**config.mk**
```make
export PLATFORM = sky130hd
export DESIGN_NAME = deadtime_guard
export DESIGN_NICKNAME = d
export VERILOG_FILES = /design/src/rtl/dtg_pkg.sv /design/src/rtl/dtg_gap_timer.sv /design/src/rtl/dtg_side_gate.sv /design/src/rtl/deadtime_guard.sv
export SDC_FILE = /design/constraint.sdc
export NUM_CORES = 1
export LEC_CHECK = 0
export ABC_AREA = 0
export ABC_CLOCK_PERIOD_IN_PS = 2700
export BUFFER_PORTS_ARGS = -buffer_cell sky130_fd_sc_hd__buf_4
export CELL_PAD_IN_SITES_DETAIL_PLACEMENT = 0
export CELL_PAD_IN_SITES_GLOBAL_PLACEMENT = 1
export CORE_AREA = 2 2 39 41
export CTS_CLUSTER_DIAMETER = 200
export DETAILED_ROUTE_END_ITERATION = 7
export DIE_AREA = 0 0 41 43
export PLACE_DENSITY_LB_ADDON = 0.1
export SYNTH_ARGS = -nofsm -noshare
export SYNTH_HDL_FRONTEND = slang
export SYNTH_SLANG_ARGS = --single-unit
```
**constraint.sdc**
```tcl
create_clock -name clk -period 2.7 [get_ports clk]
set_input_delay 0.135 -clock clk [delete_from_list [all_inputs] [get_ports clk]]
set_output_delay 0.135 -clock clk [all_outputs]
set_load 0.05 [all_outputs]
```
**src/rtl/dtg_pkg.sv**
```systemverilog
package dtg_pkg;
    localparam int SIDES = 2;
    localparam int HI    = 0;
    localparam int LO    = 1;

    typedef logic [SIDES-1:0] side_vec_t;

    typedef struct packed {
        side_vec_t on;
    } gate_state_t;
endpackage

```
**src/rtl/dtg_gap_timer.sv**
```systemverilog
module dtg_gap_timer
    import dtg_pkg::*;
#(
    parameter int DEAD_CYC = 58,
    parameter int CNT_W    = $clog2(DEAD_CYC + 1)
) (
    input  logic      clk,
    input  logic      rst,
    input  side_vec_t fall,
    output side_vec_t blocked
);
    localparam logic [CNT_W-1:0] LOAD_V = CNT_W'(DEAD_CYC - 1);

    typedef struct packed {
        logic [CNT_W-1:0] rem;
        logic             last_lo;
    } tmr_t;

    tmr_t tmr_d, tmr_q;

    always_comb begin
        tmr_d = tmr_q;
        if (fall[HI]) begin
            tmr_d.rem     = LOAD_V;
            tmr_d.last_lo = 1'b0;
        end else if (fall[LO]) begin
            tmr_d.rem     = LOAD_V;
            tmr_d.last_lo = 1'b1;
        end else if (tmr_q.rem != '0) begin
            tmr_d.rem = tmr_q.rem - 1'b1;
        end
    end

    always_ff @(posedge clk) begin
        if (rst) tmr_q <= '0;
        else     tmr_q <= tmr_d;
    end

    // Only the side opposite to the last turn-off waits.
    assign blocked[HI] = (tmr_q.rem != '0) &  tmr_q.last_lo;
    assign blocked[LO] = (tmr_q.rem != '0) & ~tmr_q.last_lo;

    p_clear_r10: assert property (@(posedge clk) rst |=> (blocked == '0));
    p_one_block_r1: assert property (@(posedge clk) disable iff (rst) $onehot0(blocked));
endmodule

```
**src/rtl/dtg_side_gate.sv**
```systemverilog
module dtg_side_gate (
    input  logic own_cmd,
    input  logic other_cmd,
    input  logic own_on,
    input  logic other_on,
    input  logic own_blocked,
    input  logic inhibit,
    output logic own_next
);
    logic may_start;

    always_comb begin
        may_start = ~other_on & ~other_cmd & ~own_blocked;
        own_next  = ~inhibit & own_cmd & (own_on | may_start);
    end
endmodule

```
**src/rtl/deadtime_guard.sv**
```systemverilog
module deadtime_guard
    import dtg_pkg::*;
#(
    parameter int DEAD_CYC = 58
) (
    input  logic clk,
    input  logic rst,
    input  logic cmd_hi,
    input  logic cmd_lo,
    input  logic inhibit_all,
    input  logic inhibit_hi,
    input  logic inhibit_lo,
    output logic gate_hi,
    output logic gate_lo
);
    localparam int               CNT_W  = $clog2(DEAD_CYC + 1);
    localparam logic [CNT_W-1:0] DEAD_V = CNT_W'(DEAD_CYC);

    gate_state_t state_d, state_q;
    side_vec_t   cmd_v, inh_v, blocked_v, next_v, fall_v;

    assign cmd_v[HI] = cmd_hi;
    assign cmd_v[LO] = cmd_lo;
    assign inh_v[HI] = inhibit_all | inhibit_hi;
    assign inh_v[LO] = inhibit_all | inhibit_lo;

    for (genvar s = 0; s < SIDES; s++) begin : g_side
        dtg_side_gate u_side (
            .own_cmd     (cmd_v[s]),
            .other_cmd   (cmd_v[SIDES-1-s]),
            .own_on      (state_q.on[s]),
            .other_on    (state_q.on[SIDES-1-s]),
            .own_blocked (blocked_v[s]),
            .inhibit     (inh_v[s]),
            .own_next    (next_v[s])
        );
    end

    always_comb begin
        state_d    = state_q;
        state_d.on = next_v;
        fall_v     = state_q.on & ~state_d.on;
    end

    always_ff @(posedge clk) begin
        if (rst) state_q <= '0;
        else     state_q <= state_d;
    end

    dtg_gap_timer #(.DEAD_CYC(DEAD_CYC), .CNT_W(CNT_W)) u_timer (
        .clk     (clk),
        .rst     (rst),
        .fall    (fall_v),
        .blocked (blocked_v)
    );

    assign gate_hi = state_q.on[HI];
    assign gate_lo = state_q.on[LO];

    // Checker: cycles each enable has been low, saturating at DEAD_CYC.
    logic [CNT_W-1:0] hi_quiet_q, lo_quiet_q;
    always_ff @(posedge clk) begin
        if (rst) begin
            hi_quiet_q <= DEAD_V;
            lo_quiet_q <= DEAD_V;
        end else begin
            hi_quiet_q <= gate_hi ? '0 : ((hi_quiet_q == DEAD_V) ? DEAD_V : hi_quiet_q + 1'b1);
            lo_quiet_q <= gate_lo ? '0 : ((lo_quiet_q == DEAD_V) ? DEAD_V : lo_quiet_q + 1'b1);
        end
    end

    p_exclusive_r1: assert property (@(posedge clk) disable iff (rst)
        !(gate_hi && gate_lo));
    p_keep_on_r2: assert property (@(posedge clk) disable iff (rst)
        (gate_hi && cmd_hi && !inhibit_all && !inhibit_hi) |=> gate_hi);
    p_gap_lo_r3: assert property (@(posedge clk) disable iff (rst)
        $rose(gate_lo) |-> (hi_quiet_q >= DEAD_V));
    p_gap_hi_r4: assert property (@(posedge clk) disable iff (rst)
        $rose(gate_hi) |-> (lo_quiet_q >= DEAD_V));
    p_no_stretch_r5: assert property (@(posedge clk) disable iff (rst)
        (!gate_hi && hi_quiet_q >= DEAD_V && cmd_lo && !cmd_hi &&
         !inhibit_all && !inhibit_lo) |=> gate_lo);
    p_inhibit_r6: assert property (@(posedge clk) disable iff (rst)
        inhibit_all |=> (!gate_hi && !gate_lo));
    p_side_inh_r7: assert property (@(posedge clk) disable iff (rst)
        (inhibit_hi || inhibit_lo) |=> !((gate_hi && $past(inhibit_hi)) || (gate_lo && $past(inhibit_lo))));
    p_turn_off_r8: assert property (@(posedge clk) disable iff (rst)
        (!cmd_hi || !cmd_lo) |=> !((gate_hi && !$past(cmd_hi)) || (gate_lo && !$past(cmd_lo))));
    p_both_idle_r9: assert property (@(posedge clk) disable iff (rst)
        (!gate_hi && !gate_lo && cmd_hi && cmd_lo) |=> (!gate_hi && !gate_lo));
endmodule

```
After elaboration in Yosys (flattened, before gate mapping)
Cells that the tools add are included.
{"block": "word_totals", "register_bits": 9, "inputBits": 7}
{"block": "op_classes", "addsub": 1, "mux": 4, "n_reduce_logical": 4, "n_bitwise": 25}
{"operator": "$mux 6", "n": 2}
{"operator": "$and 1x1->1", "n": 10}
{"operator": "$not 1->1", "n": 9}
{"operator": "$mux 7", "n": 1}
{"operator": "$reduce_bool 6->1", "n": 1}
{"operator": "$sub 6x1->6 const B", "n": 1}
{"operator": "$or 1x1->1", "n": 4}
{"operator": "$reduce_bool 3->1", "n": 1}
{"operator": "$reduce_or 3->1", "n": 1}
{"operator": "$and 2x2->2", "n": 1}
{"operator": "$not 2->2", "n": 1}
{"operator": "$reduce_or 2->1", "n": 1}
{"operator": "$mux 1", "n": 1}

Longest topological paths before layout
Gate-level depths: netlist of the first run.
{"block": "depth", "word_depth": 10, "mapped_depth": 5, "depth_no_buf": 5}

Cells and area by module
From an unflattened synthesis of the first run, not the netlist that was laid out.
{"block": "unflattened", "cells_unflattened": 54, "hier_area_um2": 491.7}
{"module": "dtg_gap_timer", "cells_each": 40, "area_per_inst_um2": 376.6, "instances": 1}
{"module": "deadtime_guard", "cells_each": 8, "area_per_inst_um2": 77.6, "instances": 1}
{"module": "dtg_side_gate", "cells_each": 3, "area_per_inst_um2": 18.8, "instances": 2}

Least setup slack after synthesis of the first run
Ideal clock, no wire load.
{"block": "synth_path", "path_kind": "register -> register", "start": "register u_timer.tmr_q[1] (netlist bit)", "end": "register u_timer.tmr_q[1] (netlist bit)", "setup_ns": 0.127, "period_less_slack_ns": 1.493, "required_time_ns": 2.573, "stages_incl_launch_ff": 6, "setup_slack_ns": 1.207, "arrival_ns": 1.366, "path_buffers": 0, "cell_sequence": "dfxtp_1 inv_1 ha_1 or4b_4 o31a_1 o2bb2ai_1"}
{"block": "synth_between", "elab_chain_len": 10, "word_cells_on_any_way": 18, "classes_between": "1 x add/sub; 3 x mux; 12 x bitwise; 2 x reduce/logical"}
{"item": "start, declared", "line_no": "dtg_gap_timer.sv:19", "rtl": "tmr_t tmr_d, tmr_q;"}
{"item": "start signal, assigned", "line_no": "dtg_gap_timer.sv:36", "rtl": "else tmr_q <= tmr_d;"}
{"item": "$reduce_bool 6->1", "line_no": "dtg_gap_timer.sv:29, dtg_gap_timer.sv:40, dtg_gap_timer.sv:41"}
{"item": "$and 1x1->1", "line_no": "dtg_gap_timer.sv:41", "rtl": "assign blocked[LO] = (tmr_q.rem != '0) & ~tmr_q.last_lo;"}
{"item": "$not 1->1", "line_no": "dtg_side_gate.sv:13", "rtl": "may_start = ~other_on & ~other_cmd & ~own_blocked;"}
{"item": "$and 1x1->1", "line_no": "dtg_side_gate.sv:13"}
{"item": "$or 1x1->1", "line_no": "dtg_side_gate.sv:14", "rtl": "own_next = ~inhibit & own_cmd & (own_on | may_start);"}
{"item": "$and 1x1->1", "line_no": "dtg_side_gate.sv:14"}
{"item": "$not 2->2", "line_no": "deadtime_guard.sv:42", "rtl": "fall_v = state_q.on & ~state_d.on;"}
{"item": "$and 2x2->2", "line_no": "deadtime_guard.sv:42"}
{"item": "$mux 6", "line_no": "dtg_gap_timer.sv:26", "rtl": "end else if (fall[LO]) begin"}
{"item": "$mux 7", "line_no": "dtg_gap_timer.sv:23", "rtl": "if (fall[HI]) begin"}
Parallel ways exist; a longest one is shown, timed or not. The select of a mux whose other input is x is not followed.
A chain may end at the register's enable or synchronous reset.

Worst setup path after layout of the first run
Ends and elaborated chain as after synthesis.

==> insert_results.sql, run 1 <==
INSERT INTO impl_metrics (metric_group, metric, value, unit) VALUES
('min_path', 'worstHoldStart', 'rst', ''),
('timing', 'timing.setup.tns', '0', 'ns'),
('place', 'detailed_place.area', '564.3', 'sq um'),
('clock_network', 'numClockSinks', '9', ''),
('clock_network', 'clk_pin_slew', '0.06', 'ns'),
('final_layout', 'fraction_of_layout_instances_using_a_drive_strength_above_1', '20.31', '%'),
('place', 'number_of_cells_in_the_design_after_placement', '76', ''),
('power', 'total_power', '0.5434', 'mW'),
('place', 'place_congestion', '0.6931', ''),
('final_layout', 'fillers', '136', ''),
('yosys', 'synth.yosys.seq_area_share', '36.55', '%'),
('power', 'pwr_density_cell', '920.2', 'nW/um^2'),
('routing', 'via_count', '451', ''),
('setup_path', 'ff2ff_setup_slack', '1.12', 'ns'),
('setup_path', 'worst_setup_path_startpoint', 'u_timer.tmr_q[1]', ''),
('power', 'seqPwrFrac', '38.7', '%'),
('clock_network', 'clock_latency', '0.27', 'ns'),
('yosys', 'gate_count_of_the_mapped_netlist', '54', ''),
('setup_path', 'timing.critical_path.required', '2.85', 'ns'),
('power', 'pwr-share-comb', '41.4', '%'),
('place', 'worst_case_setup_slack_after_placement', '1.135', 'ns'),
('die', 'die_area', '1763', 'sq um'),
('final_layout', 'final_cell_area', '590.6', 'sq um'),
('clock_network', 'tritoncts_buffers', '3', ''),
('min_path', 'holdCritPathClass', 'in -> reg', ''),
('yosys', 'top_cells_by_count_synth', '9 x sky130_fd_sc_hd__dfxtp_1, 7 x sky130_fd_sc_hd__inv_1, 4 x sky130_fd_sc_hd__nor2_1', ''),
('timing', 'final.hold.worst_slack', '0.1083', 'ns'),
('routing', 'via_per_inst', '5.638', ''),
('yosys', 'number_of_enable_flip_flop_cells_after_synthesis', '0', ''),
('routing', 'route.detailed.drc', '0', ''),
('die', 'die_w', '41', 'um'),
('yosys', 'syn-num-nets', '63', ''),
('setup_path', 'setup.worst_path.start_class', 'flip-flop', ''),
('clock_network', 'hold_buffers', '0', ''),
('timing', 'fin_crit_sh', '58.39', '%'),
('timing', 'rsz0062_at_grt', 'false', ''),
('min_path', 'worstHoldPathCells', '2', ''),
('place', 'hpwl', '766', 'um'),
('setup_path', 'critical_path_arrival', '1.72', 'ns'),
('yosys', 'synth_most_common_cell', 'sky130_fd_sc_hd__dfxtp_1', ''),
('final_layout', 'num_antenna_cells', '0', ''),
('setup_path', 'reg2regPathDepth', '5', ''),
('timing', 'timing.final.ws_setup', '1.124', 'ns'),
('yosys', 'synth_top_flop_cell', 'sky130_fd_sc_hd__dfxtp_1', ''),
('power', 'clkPwrFrac', '19.8', '%'),
('min_path', 'hold-path-endpoint', 'u_timer.tmr_q[4]', ''),
('power', 'cellInternalPower', '0.3405', 'mW'),
('yosys', 'synth_area_leaders', 'sky130_fd_sc_hd__dfxtp_1 37%, sky130_fd_sc_hd__o311a_1 6.1%, sky130_fd_sc_hd__inv_1 5.3%', ''),
('yosys', 'postSynthAreaPerCell', '9.129', 'sq um'),
('power', 'switching_share', '37.34', '%'),
('die', 'std_cell_rows', '14', ''),
('yosys', 'ys_ff_latch', '9', ''),
('final_layout', 'final_net_count', '74', ''),
('timing', 'setup_viol_count_final', '0', ''),
('routing', 'wire_length_per_cell', '12.68', 'um'),
('final_layout', 'register_area', '180.2', 'sq um'),
('final_layout', 'layout.core_utilization', '42.68', '%'),
('clock_network', 'post_cts_resized', '0', ''),
('global_routing', 'antenna_found_initial', '0', ''),
('clock_network', 'clk_path_buf_depth', '2', ''),
('yosys', 'post_synth_num_cell_types', '27', ''),
('power', 'sw_power', '0.2029', 'mW'),
('final_layout', 'post_layout_nonfiller_instances', '80', ''),
('timing', 'timing.fmax', '634.3', 'MHz'),
('final_layout', 'combined_area_of_the_multi_input_logic_cells', '277.8', 'sq um'),
('yosys', 'asyncSetResetFlopFracSynth', '0', '%'),
('yosys', 'netlist.area_leader.share', '36.55', '%'),
('die', 'fp.dieH', '43', 'um'),
('global_routing', 'grt_start_max_net_pins', '10', ''),
('setup_path', 'worst-path-max-fanout', '5', ''),
('outcome', 'status', 'finished clean', '');
## layout make-up
cell class / count / area share [%]
multi-input cells: 36 / 47.03
clock buffers: 4 / 4.449
flip-flops and latches: 9 / 30.51
inverters: 7 / 4.449
well taps: 16 / 3.390
repair buffers: 8 / 10.17
## how the worst max path moves through the flow
stage,to,slack [ns]
2_1_floorplan,u_timer.tmr_q[1],1.21
4_1_cts,u_timer.tmr_q[1],1.12
3_5_place_dp,u_timer.tmr_q[1],1.13
6_report,u_timer.tmr_q[1],1.12
5_1_grt,state_q[1],1.04
3_3_place_gp,u_timer.tmr_q[1],1.15
## cell families after synthesis
group | after synthesis | share of synthesized area [%]
xor+xnor | 1 | 1.777
compound gates | 20 | 31.47
simple gates | 13 | 18.02
flops | 9 | 36.55
buf+inv | 9 | 7.106
fa+ha+maj | 2 | 5.075
## power groups by stage
| stage | clock network (mW) | registers, mW | logic, mW |
|---|---|---|---|
| 6_report | 0.108 | 0.211 | 0.225 |
| 5_1_grt | 0.121 | 0.219 | 0.257 |
| 4_1_cts | 0.112 | 0.211 | 0.229 |
| 3_5_place_dp | 0 | 0.213 | 0.228 |
| 3_3_place_gp | 0 | 0.215 | 0.229 |
| 2_1_floorplan | 0 | 0.198 | 0.196 |
## sequential cells by signal (all words and copies together), names as in the netlist
register       cells
state_q            2
u_timer.tmr_q      7
## routing by layer
layer | global-route usage [%] | wire length [um] | vias to the layer above
met5 | 0 | 0 | -
li1 | - | - | 223
met1 | 15.86 | 427 | 212
met2 | 21.25 | 487 | 11
met4 | 6.000 | 19 | 0
met3 | 9.424 | 80 | 5
## worst max-delay path: stages (launching register included)
cell and delay, ns:
sky130_fd_sc_hd__dfxtp_1 0.33, sky130_fd_sc_hd__inv_1 0.08, sky130_fd_sc_hd__ha_1 0.18, sky130_fd_sc_hd__or4b_4 0.50
sky130_fd_sc_hd__o31a_1 0.26, sky130_fd_sc_hd__o2bb2ai_1 0.11
## layout by cell type (no fill, tap or decap), types with 2 or more instances in the layout
cell type                  instances
sky130_fd_sc_hd__dfxtp_1           9
sky130_fd_sc_hd__nor2_1            4
sky130_fd_sc_hd__nand2b_1          2
sky130_fd_sc_hd__buf_4             8
sky130_fd_sc_hd__inv_1             7
sky130_fd_sc_hd__o311a_1           3
sky130_fd_sc_hd__a31oi_1           3
sky130_fd_sc_hd__clkbuf_4          3
sky130_fd_sc_hd__o21ai_0           3
sky130_fd_sc_hd__or3b_1            2
sky130_fd_sc_hd__o21bai_1          2
sky130_fd_sc_hd__ha_1              2
(Power assumes the default switching activity.)
==> run 2: changes to the inputs <==
--- a/config.mk
+++ b/config.mk
@@ -6,14 +6,14 @@
 export NUM_CORES = 1
 export LEC_CHECK = 0
 export ABC_AREA = 0
-export ABC_CLOCK_PERIOD_IN_PS = 2700
+export ABC_CLOCK_PERIOD_IN_PS = 1300
 export BUFFER_PORTS_ARGS = -buffer_cell sky130_fd_sc_hd__buf_4
 export CELL_PAD_IN_SITES_DETAIL_PLACEMENT = 0
 export CELL_PAD_IN_SITES_GLOBAL_PLACEMENT = 1
-export CORE_AREA = 2 2 39 41
+export CORE_MARGIN = 1
+export CORE_UTILIZATION = 34
 export CTS_CLUSTER_DIAMETER = 200
 export DETAILED_ROUTE_END_ITERATION = 7
-export DIE_AREA = 0 0 41 43
 export PLACE_DENSITY_LB_ADDON = 0.1
 export SYNTH_ARGS = -nofsm -noshare
 export SYNTH_HDL_FRONTEND = slang
==> constraint.sdc (replaced) <==
create_clock -name clk -period 1.3 [get_ports clk]
set_input_delay 0.065 -clock clk [delete_from_list [all_inputs] [get_ports clk]]
set_output_delay 0.065 -clock clk [all_outputs]
set_load 0.05 [all_outputs]
==> run 2 against run 1 <==
The run now ends with negative setup slack left. Non-clock buffer count grew 16. Sequential power up 96%. Clock power rose by 110%. Clock-buffer cell count unchanged. Total power grew to 3.0 times the previous value. Clock skew grew 0.0040 ns. Cell count increased by 19%. Critical path type unchanged. Critical endpoint unchanged. Largest cell class unchanged.
==> insert_results.sql, run 2 (same netlist as run 1, synthesis figures left out) <==
INSERT INTO impl_metrics (metric_group, metric, value, unit) VALUES
('outcome', 'status', 'complete, but fails checks', ''),
('setup_path', 'ff2ff_setup_slack', '-0.21', 'ns'),
('setup_path', 'reg2regPathDepth', '5', ''),
('power', 'pwr_density_cell', '2164', 'nW/um^2'),
('timing', 'post-route-min-period', '1.512', 'ns'),
('setup_path', 'worstReg2RegEnd', 'u_timer.tmr_q[1]', ''),
('global_routing', 'grt_pass1_vias', '421', ''),
('die', 'die_area', '1606', 'sq um'),
('clock_network', 'clk_pin_slew', '0.07', 'ns'),
('final_layout', 'num_antenna_cells', '0', ''),
('final_layout', 'layout_top_registers', 'u_timer.tmr_q x7, state_q x2', ''),
('global_routing', 'antenna_found_initial', '0', ''),
('setup_path', 'r2r_start', 'u_timer.tmr_q[2]', ''),
('die', 'core_area', '1318', 'sq um'),
('timing', 'hold_viol', '0', ''),
('routing', 'postRouteAntennaNets', '0', ''),
('final_layout', 'layout_common_cells', '23 x sky130_fd_sc_hd__buf_4, 7 x sky130_fd_sc_hd__dfxtp_1, 5 x sky130_fd_sc_hd__inv_1', ''),
('setup_path', 'critical_path.endpoint_type', 'flip-flop', ''),
('place', 'io_buffers', '8', ''),
('routing', 'via_per_inst', '5.021', ''),
('die', 'std_cell_rows', '13', ''),
('routing', 'drt_first_pass_iters', '3', ''),
('power', 'pwr-share-comb', '61.4', '%'),
('timing', 'rsz0062_at_grt', 'true', ''),
('final_layout', 'synth_to_layout_area_growth', '54.82', '%'),
('final_layout', 'post_layout_nonfiller_instances', '95', ''),
('power', 'seqPwrFrac', '25.1', '%'),
('clock_network', 'clock_latency', '0.26', 'ns'),
('timing', 'fin_crit_sh', '116.3', '%'),
('place', 'detailed_place.area', '668.1', 'sq um'),
('global_routing', 'grt_start_max_net_pins', '10', ''),
('clock_network', 'cts_tree', 'built', ''),
('routing', 'postRouteWirelength', '1217', 'um'),
('routing', 'route.detailed.drc', '0', ''),
('timing', 'slew_hr', '82.73', '%'),
('clock_network', 'numClockSinks', '9', ''),
('final_layout', 'fraction_of_layout_instances_using_a_drive_strength_above_1', '47.50', '%'),
('setup_path', 'setup.worst_path.start_class', 'flip-flop', ''),
('timing', 'timing.final.ws_setup', '-0.2118', 'ns'),
('place', 'hpwl', '864.9', 'um'),
('timing', 'fin_worst_skew', '0.007758', 'ns'),
('setup_path', 'timing.critical_path.required', '1.45', 'ns'),
('power', 'sw_power', '0.5725', 'mW'),
('place', 'place_congestion', '0.7380', ''),
('die', 'floorplan.io_pins', '9', ''),
('global_routing', 'first_pass_grt_wire_length', '1863', 'um'),
('setup_path', 'worst_setup_path_startpoint', 'u_timer.tmr_q[2]', ''),
('die', 'fp.dieH', '40.08', 'um'),
('final_layout', 'mostFrequentLayoutCell', 'sky130_fd_sc_hd__buf_4', ''),
('final_layout', 'final_net_count', '90', ''),
('power', 'switching_share', '34.67', '%'),
('global_routing', 'global_route_usage_over_all_layers', '18.22', '%'),
('place', 'number_of_cells_in_the_design_after_placement', '87', ''),
('final_layout', 'largest_register_ff_count', '7', ''),
('power', 'leakage', '0.3263', 'nW'),
('die', 'floorplan.initialDensity', '37.42', '%'),
('global_routing', 'grt_remaining_overflow', '0', ''),
('die', 'die_w', '40.08', 'um'),
('clock_network', 'tritoncts_buffers', '3', ''),
('setup_path', 'critPathCapture', 'u_timer.tmr_q[1]', ''),
('final_layout', 'final_cell_area', '763.2', 'sq um'),
('setup_path', 'worst-path-max-fanout', '5', ''),
('timing', 'finalMaxSlewViolations', '0', ''),
('setup_path', 'critical_path_arrival', '1.66', 'ns'),
('setup_path', 'timing_worst_setup_path_type', 'reg -> reg', ''),
('min_path', 'holdCritPathClass', 'in -> reg', ''),
('outcome', 'violated_checks', 'negative setup slack', ''),
('power', 'clkPwrFrac', '13.6', '%'),
('routing', 'first_iter_violations', '10', ''),
('timing', 'tightest_slew', '0.2587', 'ns'),
('power', 'irDropWorstVdd', '1121', 'uV'),
('clock_network', 'cts_max_level', '1', ''),
('timing', 'setup_viol_count_final', '6', ''),
('power', 'cellInternalPower', '1.079', 'mW'),
('routing', 'wire_length_per_cell', '12.81', 'um'),
('final_layout', 'layout.core_utilization', '57.93', '%'),
('routing', 'via_count', '477', ''),
('timing', 'timing.fmax', '661.5', 'MHz'),
('clock_network', 'cts.root.buffer_cell', 'sky130_fd_sc_hd__clkbuf_4', ''),
('job', 'drv_cap', '0', ''),
('clock_network', 'clk_path_buf_depth', '2', ''),
('final_layout', 'largest_register', 'u_timer.tmr_q', '');
[run 2: cell types whose count changed in the layout (fill, tap and decap cells not counted), sizes merged]
| cell | change |
|---|---|
| buf | +16 |
[run 2: worst min-delay path by stage]
stage,from,endpoint,slack [ns],cells past startpoint
floorplan,cmd_lo,state_q[0],0.28,2
global placement,rst,u_timer.tmr_q[5],0.31,2
detailed placement,rst,u_timer.tmr_q[5],0.31,2
CTS,rst,u_timer.tmr_q[5],0.03,2
global route,rst,u_timer.tmr_q[5],0.03,2
finish,rst,u_timer.tmr_q[4],0.03,2
[run 2: final cells by class]
| type | count | area (sq um) |
|---|---|---|
| Fill cell | 116 | 554.3 |
| Tap cell | 15 | 18.77 |
| Timing Repair Buffer | 24 | 183.9 |
| Multi-Input combinational cell | 36 | 325.3 |
| Sequential cell | 9 | 182.7 |
| Inverter | 7 | 26.28 |
| Clock buffer | 4 | 26.28 |
[run 2: routing by layer]
layer | global-route usage, % | share of wire (%) | up-vias | wire length (um)
met5 | 0 | 0 | - | 0
met4 | 12.93 | 1.8 | 0 | 22
met3 | 5.000 | 6.0 | 4 | 73
met2 | 23.39 | 42 | 11 | 509
met1 | 25.42 | 50 | 206 | 611
li1 | - | - | 256 | -
[run 2: repair_timing]
item,CTS,global route
cloned,0,0
setup endpoints to repair,6,7
pin swaps,2,3
buffers inserted,3,1
hold buffers,0,0
resized for setup,7,0
[run 2: per-stage QoR]
stage                     hold slack (ns)  total power, mW  worst slack (ns)  TNS (ns)
after floorplan                    0.2768           0.8538           -0.1871   -0.3490
after detailed placement           0.3149            1.194           -0.2069   -0.7801
final                             0.03151            1.651           -0.2118    -1.063
after CTS                         0.02787            1.634           -0.1723   -0.8493
after global routing              0.03462            1.786           -0.2661    -1.420
after global placement             0.3131            1.177           -0.1821   -0.7343
[run 2: power by group through the flow]
stage / clock (mW) / sequential, mW / combinational, mW
2_1_floorplan: 0 / 0.422 / 0.432
3_3_place_gp: 0 / 0.420 / 0.757
3_5_place_dp: 0 / 0.418 / 0.777
4_1_cts: 0.235 / 0.413 / 0.986
5_1_grt: 0.249 / 0.425 / 1.11
6_report: 0.224 / 0.414 / 1.01
[run 2: worst max-delay path, cell delays in order (launching register included)]
cell and delay (ns):
sky130_fd_sc_hd__dfxtp_2 0.33, sky130_fd_sc_hd__inv_2 0.07, sky130_fd_sc_hd__ha_4 0.13, sky130_fd_sc_hd__or4b_4 0.48, sky130_fd_sc_hd__o31a_1 0.27, sky130_fd_sc_hd__o2bb2ai_1 0.12
